[src/rtl/uart_lb_pkg.sv]
package uart_lb_pkg;

    localparam int DATA_W   = 8;
    localparam int CTRL_W   = 16;
    localparam int FLAG_W   = 9;
    localparam int MS_W     = 4;
    localparam int BRK_POS  = 10;
    localparam int RXW      = BRK_POS + 1;

    // control register fields
    localparam int C_OUT2   = 13;
    localparam int C_OUT1   = 12;
    localparam int C_RTS    = 11;
    localparam int C_DTR    = 10;
    localparam int C_LBE    = 7;
    localparam logic [CTRL_W-1:0] CTRL_RST = 16'h0300;

    // status flag positions
    localparam int F_RI     = 8;
    localparam int F_DCD    = 2;
    localparam int F_DSR    = 1;
    localparam int F_CTS    = 0;

    // interrupt bit positions
    localparam int I_RI     = 0;
    localparam int I_CTS    = 1;
    localparam int I_DCD    = 2;
    localparam int I_DSR    = 3;

    localparam logic [RXW-1:0] BRK_WORD = RXW'(1) << BRK_POS;

    typedef struct packed {
        logic ri;
        logic dcd;
        logic cts;
        logic dsr;
    } modem_t;

    typedef enum logic [1:0] {
        SRC_NONE,
        SRC_TX,
        SRC_BRK,
        SRC_EXT
    } push_src_e;

    function automatic modem_t ctrl_to_modem(input logic [CTRL_W-1:0] c);
        modem_t m;
        m.ri  = c[C_OUT2];
        m.dcd = c[C_OUT1];
        m.cts = c[C_RTS];
        m.dsr = c[C_DTR];
        return m;
    endfunction

    function automatic logic [FLAG_W-1:0] modem_to_flags(input modem_t m);
        logic [FLAG_W-1:0] f;
        f        = '0;
        f[F_RI]  = m.ri;
        f[F_DCD] = m.dcd;
        f[F_DSR] = m.dsr;
        f[F_CTS] = m.cts;
        return f;
    endfunction

    function automatic logic [MS_W-1:0] modem_to_irq(input modem_t m);
        logic [MS_W-1:0] v;
        v        = '0;
        v[I_RI]  = m.ri;
        v[I_CTS] = m.cts;
        v[I_DCD] = m.dcd;
        v[I_DSR] = m.dsr;
        return v;
    endfunction

endpackage

[src/rtl/lb_modem_sync.sv]
module lb_modem_sync #(
    parameter int N      = 4,
    parameter int STAGES = 2
) (
    input  logic         clk,
    input  logic         rst,
    input  logic [N-1:0] d_i,
    output logic [N-1:0] q_o
);
    for (genvar b = 0; b < N; b++) begin : g_bit
        logic [STAGES-1:0] sh;
        always_ff @(posedge clk) begin
            if (rst) sh <= '0;
            else     sh <= {sh[STAGES-2:0], d_i[b]};
        end
        assign q_o[b] = sh[STAGES-1];
    end
endmodule

[src/rtl/lb_ctrl_regs.sv]
module lb_ctrl_regs
    import uart_lb_pkg::*;
(
    input  logic              clk,
    input  logic              rst,
    input  logic              ctrl_we,
    input  logic [CTRL_W-1:0] ctrl_wdata,
    input  logic [MS_W-1:0]   irq_clr,
    input  modem_t            ext_modem,
    output logic [CTRL_W-1:0] ctrl_q,
    output logic [FLAG_W-1:0] flags_q,
    output logic [MS_W-1:0]   irq_q,
    output logic              lb_en
);
    logic [CTRL_W-1:0] ctrl_nx;
    logic              lb_nx;
    modem_t            mapped;
    logic [FLAG_W-1:0] flags_nx;
    logic [MS_W-1:0]   irq_nx;

    always_comb begin
        ctrl_nx  = ctrl_we ? ctrl_wdata : ctrl_q;
        lb_nx    = ctrl_nx[C_LBE];
        mapped   = ctrl_to_modem(ctrl_nx);
        flags_nx = lb_nx ? modem_to_flags(mapped) : modem_to_flags(ext_modem);
        if (ctrl_we && ctrl_wdata[C_LBE]) irq_nx = modem_to_irq(mapped);
        else                              irq_nx = irq_q & ~irq_clr;
    end

    always_ff @(posedge clk) begin
        if (rst) begin
            ctrl_q  <= CTRL_RST;
            flags_q <= '0;
            irq_q   <= '0;
        end else begin
            ctrl_q  <= ctrl_nx;
            flags_q <= flags_nx;
            irq_q   <= irq_nx;
        end
    end

    assign lb_en = ctrl_q[C_LBE];
endmodule

[src/rtl/lb_rx_mux.sv]
module lb_rx_mux
    import uart_lb_pkg::*;
(
    input  logic              clk,
    input  logic              rst,
    input  logic              lb_en,
    input  logic              tx_valid,
    input  logic [DATA_W-1:0] tx_byte,
    input  logic              brk_we,
    input  logic              brk_val,
    input  logic              ext_rx_valid,
    input  logic [DATA_W-1:0] ext_rx_byte,
    input  logic              ext_rx_brk,
    output logic              push_valid,
    output logic [RXW-1:0]    push_word,
    output logic              brk_q,
    output logic              ser_tx_valid,
    output logic [DATA_W-1:0] ser_tx_byte
);
    logic      pend_q;
    logic      brk_rise;
    logic      want_brk;
    push_src_e src;
    logic [RXW-1:0] word_nx;

    always_comb begin
        brk_rise = brk_we && brk_val && !brk_q;
        want_brk = lb_en && (pend_q || brk_rise);
        if (lb_en && tx_valid)          src = SRC_TX;
        else if (want_brk)              src = SRC_BRK;
        else if (!lb_en && ext_rx_valid) src = SRC_EXT;
        else                            src = SRC_NONE;
        case (src)
            SRC_TX:  word_nx = {{(RXW-DATA_W){1'b0}}, tx_byte};
            SRC_BRK: word_nx = BRK_WORD;
            SRC_EXT: word_nx = ext_rx_brk ? BRK_WORD
                                          : {{(RXW-DATA_W){1'b0}}, ext_rx_byte};
            default: word_nx = '0;
        endcase
    end

    always_ff @(posedge clk) begin
        if (rst) begin
            pend_q       <= 1'b0;
            brk_q        <= 1'b0;
            push_valid   <= 1'b0;
            push_word    <= '0;
            ser_tx_valid <= 1'b0;
            ser_tx_byte  <= '0;
        end else begin
            pend_q       <= want_brk && (src != SRC_BRK);
            if (brk_we) brk_q <= brk_val;
            push_valid   <= (src != SRC_NONE);
            push_word    <= word_nx;
            ser_tx_valid <= tx_valid;
            if (tx_valid) ser_tx_byte <= tx_byte;
        end
    end
endmodule

[src/rtl/uart_lpbk_ctrl.sv]
module uart_lpbk_ctrl
    import uart_lb_pkg::*;
#(
    parameter int SYNC_STAGES = 2
) (
    input  logic              clk,
    input  logic              rst,
    input  logic              ctrl_we,
    input  logic [CTRL_W-1:0] ctrl_wdata,
    output logic [CTRL_W-1:0] ctrl_q,
    input  logic [MS_W-1:0]   irq_clr,
    input  logic              modem_ri_in,
    input  logic              modem_dcd_in,
    input  logic              modem_cts_in,
    input  logic              modem_dsr_in,
    output logic [FLAG_W-1:0] status_flags,
    output logic [MS_W-1:0]   ms_irq,
    input  logic              tx_valid,
    input  logic [DATA_W-1:0] tx_byte,
    output logic              ser_tx_valid,
    output logic [DATA_W-1:0] ser_tx_byte,
    input  logic              brk_we,
    input  logic              brk_val,
    output logic              line_break,
    input  logic              ext_rx_valid,
    input  logic [DATA_W-1:0] ext_rx_byte,
    input  logic              ext_rx_brk,
    output logic              rx_push_valid,
    output logic [RXW-1:0]    rx_push_word
);
    logic [MS_W-1:0] raw_modem;
    logic [MS_W-1:0] sync_modem;
    logic            lb_en;

    assign raw_modem = {modem_ri_in, modem_dcd_in, modem_cts_in, modem_dsr_in};

    lb_modem_sync #(.N(MS_W), .STAGES(SYNC_STAGES)) i_sync (
        .clk (clk),
        .rst (rst),
        .d_i (raw_modem),
        .q_o (sync_modem)
    );

    lb_ctrl_regs i_regs (
        .clk        (clk),
        .rst        (rst),
        .ctrl_we    (ctrl_we),
        .ctrl_wdata (ctrl_wdata),
        .irq_clr    (irq_clr),
        .ext_modem  (modem_t'(sync_modem)),
        .ctrl_q     (ctrl_q),
        .flags_q    (status_flags),
        .irq_q      (ms_irq),
        .lb_en      (lb_en)
    );

    lb_rx_mux i_mux (
        .clk          (clk),
        .rst          (rst),
        .lb_en        (lb_en),
        .tx_valid     (tx_valid),
        .tx_byte      (tx_byte),
        .brk_we       (brk_we),
        .brk_val      (brk_val),
        .ext_rx_valid (ext_rx_valid),
        .ext_rx_byte  (ext_rx_byte),
        .ext_rx_brk   (ext_rx_brk),
        .push_valid   (rx_push_valid),
        .push_word    (rx_push_word),
        .brk_q        (line_break),
        .ser_tx_valid (ser_tx_valid),
        .ser_tx_byte  (ser_tx_byte)
    );
endmodule

[config.mk]
export PLATFORM = sky130hd
export DESIGN_NAME = uart_lpbk_ctrl
export DESIGN_NICKNAME = d
export VERILOG_FILES = /design/src/rtl/uart_lb_pkg.sv /design/src/rtl/lb_modem_sync.sv /design/src/rtl/lb_ctrl_regs.sv /design/src/rtl/lb_rx_mux.sv /design/src/rtl/uart_lpbk_ctrl.sv
export SDC_FILE = /design/constraint.sdc
export NUM_CORES = 1
export LEC_CHECK = 0
export ABC_CLOCK_PERIOD_IN_PS = 2100
export BUFFER_PORTS_ARGS = -buffer_cell sky130_fd_sc_hd__buf_2
export CORE_ASPECT_RATIO = 0.6
export CORE_MARGIN = 1.5
export CORE_UTILIZATION = 48
export CTS_CLUSTER_SIZE = 25
export DETAILED_ROUTE_END_ITERATION = 10
export GPL_ROUTABILITY_DRIVEN = 0
export HOLD_SLACK_MARGIN = 0.15
export PLACE_DENSITY = 0.84
export REMOVE_ABC_BUFFERS = 1
export SYNTH_ARGS = -nofsm -noshare
export SYNTH_HDL_FRONTEND = slang
export SYNTH_SLANG_ARGS = --single-unit
[constraint.sdc]
create_clock -name clk -period 2.1 [get_ports clk]
set_input_delay 0.21 -clock clk [delete_from_list [all_inputs] [get_ports clk]]
set_output_delay 0.21 -clock clk [all_outputs]
set_load 0.01 [all_outputs]
==> Word level (Yosys, flattened, before mapping) <==
Cells that the tools add are included.
{ "word_totals": {"reg_bits": 60, "latchBits": 0, "ram_bits": 0, "romBits": 0, "input_bits": 48, "out_inout_bits": 51, "wordCells": 39, "n_memories": 0} }
{ "op_classes": {"add_sub_neg": 0, "multipliers": 0, "n_div": 0, "order_cmp": 0, "n_eq_ne": 4, "n_shift": 0, "mux": 8, "bitwise": 2, "n_reduce_logical": 11} }
{ "ops": {"columns": ["operator", "count"], "rows": [
  ["$pmux W11 S3", 1],
  ["$mux W14", 1],
  ["$mux W11", 1],
  ["$mux W9", 1],
  ["$logic_and A1 B1 Y1", 7],
  ["$mux W2", 3],
  ["$and A4 B4 Y4", 1],
  ["$eq A2 B2 Y1 const B", 2],
  ["$mux W4", 1],
  ["$not A4 Y4", 1],
  ["$eq A2 B1 Y1 const B", 1],
  ["$logic_not A1 Y1", 2],
  ["$ne A2 B2 Y1 const B", 1],
  ["$reduce_bool A2 Y1", 1],
  ["$logic_or A1 B1 Y1", 1]
]} }

==> Longest topological paths before layout <==
{ "depth": {"depth_word": 8, "depth_mapped": 5, "depth_no_buf": 3} }

==> Modules after synthesis <==
A second synthesis with hierarchy kept.
{ "hier_totals": {"hier_cells": 195, "area_unflattened_um2": 1990.7} }
{ "modules_own_cells": {"columns": ["mod", "instances", "cells_per_inst", "area_each_um2", "seq_area_each_um2"], "rows": [
  ["lb_ctrl_regs", 1, 89, 913.4, 480.5],
  ["lb_rx_mux", 1, 86, 837.1, 420.4],
  ["lb_modem_sync", 1, 20, 240.2, 160.2]
]} }

==> Worst setup path before layout <==
Ideal clock, no wire load.
{ "synth_timing": {"path_type": "reg-to-reg", "startpoint": "register i_regs.ctrl_q[7]", "endpoint": "register i_mux.push_word[0]", "setup_ns": 0.066, "arrival_time_ns": 1.043, "t_required_ns": 2.034, "path_slack_ns": 0.991, "path_stages_with_launch": 6, "n_path_buf": 2, "period_less_slack_ns": 1.109, "path_cell_list": "dfxtp_1 buf_2 inv_1 clkbuf_1 nand3_1 a21oi_2"} }
{ "synth_between": {"elab_chain_cells": 7, "word_cells_on_any_way": 11, "classes_between": "eq/ne: 3; mux: 4; reduce/logical: 4"} }
{ "synth_rtl": {"columns": ["item", "line", "source"], "rows": [
  ["from (decl)", "lb_ctrl_regs.sv:10", "output logic [CTRL_W-1:0] ctrl_q,"],
  ["from (signal assigned)", "lb_ctrl_regs.sv:36", "ctrl_q <= ctrl_nx;"],
  ["$logic_not A1 Y1", "lb_rx_mux.sv:31", "else if (!lb_en && ext_rx_valid) src = SRC_EXT;"],
  ["$logic_and A1 B1 Y1", "lb_rx_mux.sv:31", null],
  ["$mux W2", "lb_rx_mux.sv:31", null],
  ["$mux W2", "lb_rx_mux.sv:30", "else if (want_brk) src = SRC_BRK;"],
  ["$mux W2 (*)", "lb_rx_mux.sv:29", "if (lb_en && tx_valid) src = SRC_TX;"],
  ["$eq A2 B2 Y1 or $eq A2 B1 Y1 (tied branches)", "lb_rx_mux.sv:33", "case (src)"],
  ["$pmux W11 S3 (*)", "lb_rx_mux.sv:33", null],
  ["to (signal assigned)", "lb_rx_mux.sv:54", "push_word <= word_nx;"],
  ["to (decl)", "lb_rx_mux.sv:15", "output logic [RXW-1:0] push_word,"]
]} }
Every way passes the cells marked *; elsewhere a longest branch is shown, timed or not.
A chain may end at the register's enable or synchronous reset.

==> Worst setup path after layout <==
{ "layout_timing": {"startpoint": "register i_regs.ctrl_q[7]", "endpoint": "register i_mux.push_word[2]"} }
Same word-level chain as after synthesis.

==> metrics.md <==
| Metric | Value |
|---|---|
| Logic pwr share | `13.6%` |
| Final antenna-violating net count | `0` |
| Combined flip-flop and latch cell area | `1060 um^2` |
| Worst Hold Path Cells | `3` |
| Buffer depth of the longest clock path | `2` |
| Final critical-path share of the clock period | `70.8%` |
| EDFF count, synth | `0` |
| Total global-route track usage | `19.0%` |
| Post-layout power | `1.91 mW` |
| Number of buffers added by the clock tree synthesis step | `5` |
| Drt first-iter violations | `69` |
| Antenna violations before repair | `0` |
| Starting density of the core | `51.4%` |
| Violations in the final reports | `design-rule violations` |
| Drt pass-1 iters | `7` |
| Clock Skews | `0.00500 ns` |
| Hold Slack | `0.160 ns` |
| Max Clk Rate | `673 MHz` |
| Switching portion of total power | `24.5%` |
| Fin worst setup slack | `0.614 ns` |
| Final Cell Area | `2540 um^2` |
| Number of unique standard cell types used by synthesis | `24` |
| Number of global-route vias before repair | `1517` |
| Share of total power in the clock network | `30.0%` |
| VDD IR-drop max | `463 uV` |
| Maximum Capacitance Violations | `0` |
| Htree depth | `2` |
| # diodes | `0` |
| Aggregate routed wire length | `4200 um` |
| Clock tree from TritonCTS | `yes` |
| Result of the run | `complete, but fails checks` |
| Fill cell count | `323` |
| Layout Area Growth over Synthesis | `31.1%` |
| Count of mapped cells out of synthesis | `190` |
| Synth Register Bits | `53` |
| Root Buffer Master | `sky130_fd_sc_hd__clkbuf_8` |
| Largest cells by area after synthesis | `sky130_fd_sc_hd__dfxtp_1 (55%), sky130_fd_sc_hd__mux2i_1 (12%), sky130_fd_sc_hd__nor2_1 (5.2%)` |
| TritonCTS sink count | `53` |
| Number of primary I/O pins | `99` |
| Critical path arrival | `1.72 ns` |
| Area after DPL | `2360 um^2` |
| Ranking of synthesized cells by instance count | `sky130_fd_sc_hd__dfxtp_1 (53), sky130_fd_sc_hd__nor2_1 (27), sky130_fd_sc_hd__mux2i_1 (24)` |
| DRC Markers | `7` |
| Unrepaired setup endpoints after global routing | `false` |
| Seq/Total Area, Yosys | `54.8%` |
| Post-synthesis average cell area | `10.2 um^2` |
| Yosys top cell by area | `sky130_fd_sc_hd__dfxtp_1` |
| Clock-pin slew reported for the worst setup and hold paths after clock tree synthesis | `0.09 ns` |
| Synth Flop Type | `sky130_fd_sc_hd__dfxtp_1` |
| Per-cell routed wire length | `12.7 um` |
| Post-placement setup slack | `0.623 ns` |
| Number of standard cells in the layout, taps in and fillers out | `332` |
| Finished Core Util | `67.5%` |
| Post-placement cell count | `316` |
| First-pass GRT wire length | `6570 um` |
| GRT overflow | `0` |
| P per Cell Area | `753 nW/um^2` |
| Average vias per placed instance | `4.83` |
| Final #Nets | `332` |
| Path type of the worst min-delay path | `in -> reg` |
| Final hold violations | `0` |
| Count of input and output buffers | `91` |
| Max Slew Vio Count | `0` |
| Sum of negative setup slack | `0 ns` |
| Site Rows | `17` |
| Count of endpoints failing setup in the final report | `0` |
| Share of Yosys cell area claimed by the top area cell type | `54.8%` |
| Placeable core region | `3760 um^2` |
| Sw power | `0.468 mW` |
| Post_cts resized | `0` |
| Cell area after synthesis | `1940 um^2` |
| Maximum number of pins on one net before global-route repair | `35` |
| Worst setup SP type | `flop` |
| Worst Max-Slew Pin Slew | `0.545 ns` |
| Total half-perimeter wirelength after legalization and detailed placement | `3100 um` |
| Die Width | `85.0 um` |
| Critical path required time | `2.33 ns` |
| Total die area | `4440 um^2` |
| Number of cells on the worst reg-to-reg path | `3` |
| Leakage Power | `1.25 nW` |
| Fraction of synthesis flops using an asynchronous set or reset pin | `0%` |
| Count of yosys warnings during synthesis | `0` |
| Most used standard cell by instance count after synthesis | `sky130_fd_sc_hd__dfxtp_1` |
| Sequential group share of total power | `56.4%` |
| Crit Path Category | `reg -> reg` |
| Tightest slew margin relative to the limit | `63.7%` |
| Post-layout min period | `1.49 ns` |
| Category of the worst setup path capture point | `flop` |
| Crit Path Max Fanout | `13` |
| Clk Latency, worst-skew pair | `0.29 ns` |
| Area of combinational cells with multiple inputs | `762 um^2` |
| Cell-internal power | `1.44 mW` |
| Vertical die dimension | `52.2 um` |
| Layout cells sized above 1 | `38.9%` |
| Vias | `1602` |
## critical path, stage by stage (launching register included)
cell	delay, ns
sky130_fd_sc_hd__dfxtp_1	0.60
sky130_fd_sc_hd__nor2_1	0.11
sky130_fd_sc_hd__a311o_1	0.52
sky130_fd_sc_hd__a21oi_2	0.19
## flip-flops by register name, indices dropped and copies added (netlist names)
register and flops:
i_mux.ser_tx_byte 8, i_regs.irq_q 4, i_mux.ser_tx_valid 1, i_regs.flags_q 4, i_mux.push_valid 1, i_regs.ctrl_q 16
i_mux.push_word 9, i_mux.brk_q 1, i_sync.g_bit.sh 8, i_mux.pend_q 1
## kinds of logic after synthesis
| logic type | after synthesis | synth area share [%] |
|---|---|---|
| DFF | 53 | 54.8 |
| other | 1 | 0.194 |
| buffers and inverters | 23 | 7.04 |
| muxes | 25 | 13.0 |
| and+or+nand+nor | 70 | 17.8 |
| AOI/OAI and AO/OA | 18 | 7.17 |
## path summary, 6_finish.rpt
check                                                       from                                to  slack [ns]
worst max register to register       i_regs.ctrl_q[7]$_SDFF_PP0_     i_mux.push_word[2]$_SDFF_PP0_        0.61
worst min register to register  i_sync.g_bit[3].sh[0]$_SDFF_PP0_  i_sync.g_bit[3].sh[1]$_SDFF_PP0_        0.44
worst max-delay path                 i_regs.ctrl_q[7]$_SDFF_PP0_     i_mux.push_word[2]$_SDFF_PP0_        0.61
worst min-delay path                               ctrl_wdata[3]     i_regs.ctrl_q[3]$_SDFFE_PP0P_        0.16
## per-layer routing
layer | wire length, um | part of all wire [%] | global-route usage (%)
met1 | 1850 | 44 | 22.3
met3 | 285 | 6.8 | 5.83
met2 | 2040 | 49 | 34.0
met4 | 24 | 0.57 | 6.01
met5 | 0 | 0 | 0
## power by group through the flow
stage | sequential (mW) | combinational (mW) | clock, mW
6_report | 1.08 | 0.261 | 0.573
5_1_grt | 1.08 | 0.287 | 0.638
4_1_cts | 1.08 | 0.262 | 0.598
3_5_place_dp | 1.10 | 0.251 | 0
3_3_place_gp | 1.10 | 0.244 | 0
2_1_floorplan | 1.12 | 0.0921 | 0
## cell usage in the layout, fill, tap and decap left out
master / instances
sky130_fd_sc_hd__a211oi_1: 4
sky130_fd_sc_hd__a21oi_1: 4
sky130_fd_sc_hd__a21oi_2: 8
sky130_fd_sc_hd__a311o_1: 1
sky130_fd_sc_hd__and2_1: 1
sky130_fd_sc_hd__buf_2: 91
sky130_fd_sc_hd__buf_4: 2
sky130_fd_sc_hd__clkbuf_8: 6
sky130_fd_sc_hd__clkinv_2: 1
sky130_fd_sc_hd__clkinv_4: 1
sky130_fd_sc_hd__conb_1: 7
sky130_fd_sc_hd__dfxtp_1: 53
sky130_fd_sc_hd__dlygate4sd3_1: 8
sky130_fd_sc_hd__inv_1: 3
sky130_fd_sc_hd__mux2_2: 1
sky130_fd_sc_hd__mux2i_1: 24
sky130_fd_sc_hd__nand2_1: 3
sky130_fd_sc_hd__nand3_1: 20
sky130_fd_sc_hd__nand3b_1: 5
sky130_fd_sc_hd__nand4_1: 1
sky130_fd_sc_hd__nor2_1: 27
sky130_fd_sc_hd__nor2_2: 1
sky130_fd_sc_hd__nor2b_1: 11
sky130_fd_sc_hd__nor3b_1: 1
sky130_fd_sc_hd__o41ai_1: 1
## final cells by class
class / instances / area share (%)
multi-input cells: 120 / 30.0
clock buffers: 6 / 3.25
well taps: 47 / 2.32
repair buffers: 101 / 21.7
flip-flops and latches: 53 / 41.8
clock inverters: 2 / 0.542
inverters: 3 / 0.443
## repair_timing
action                                 CTS  global route
hold buffers                             8             0
endpoints found under the hold margin    8             0
setup buffers                            0             0
Power figures use the tool's default switching activity.
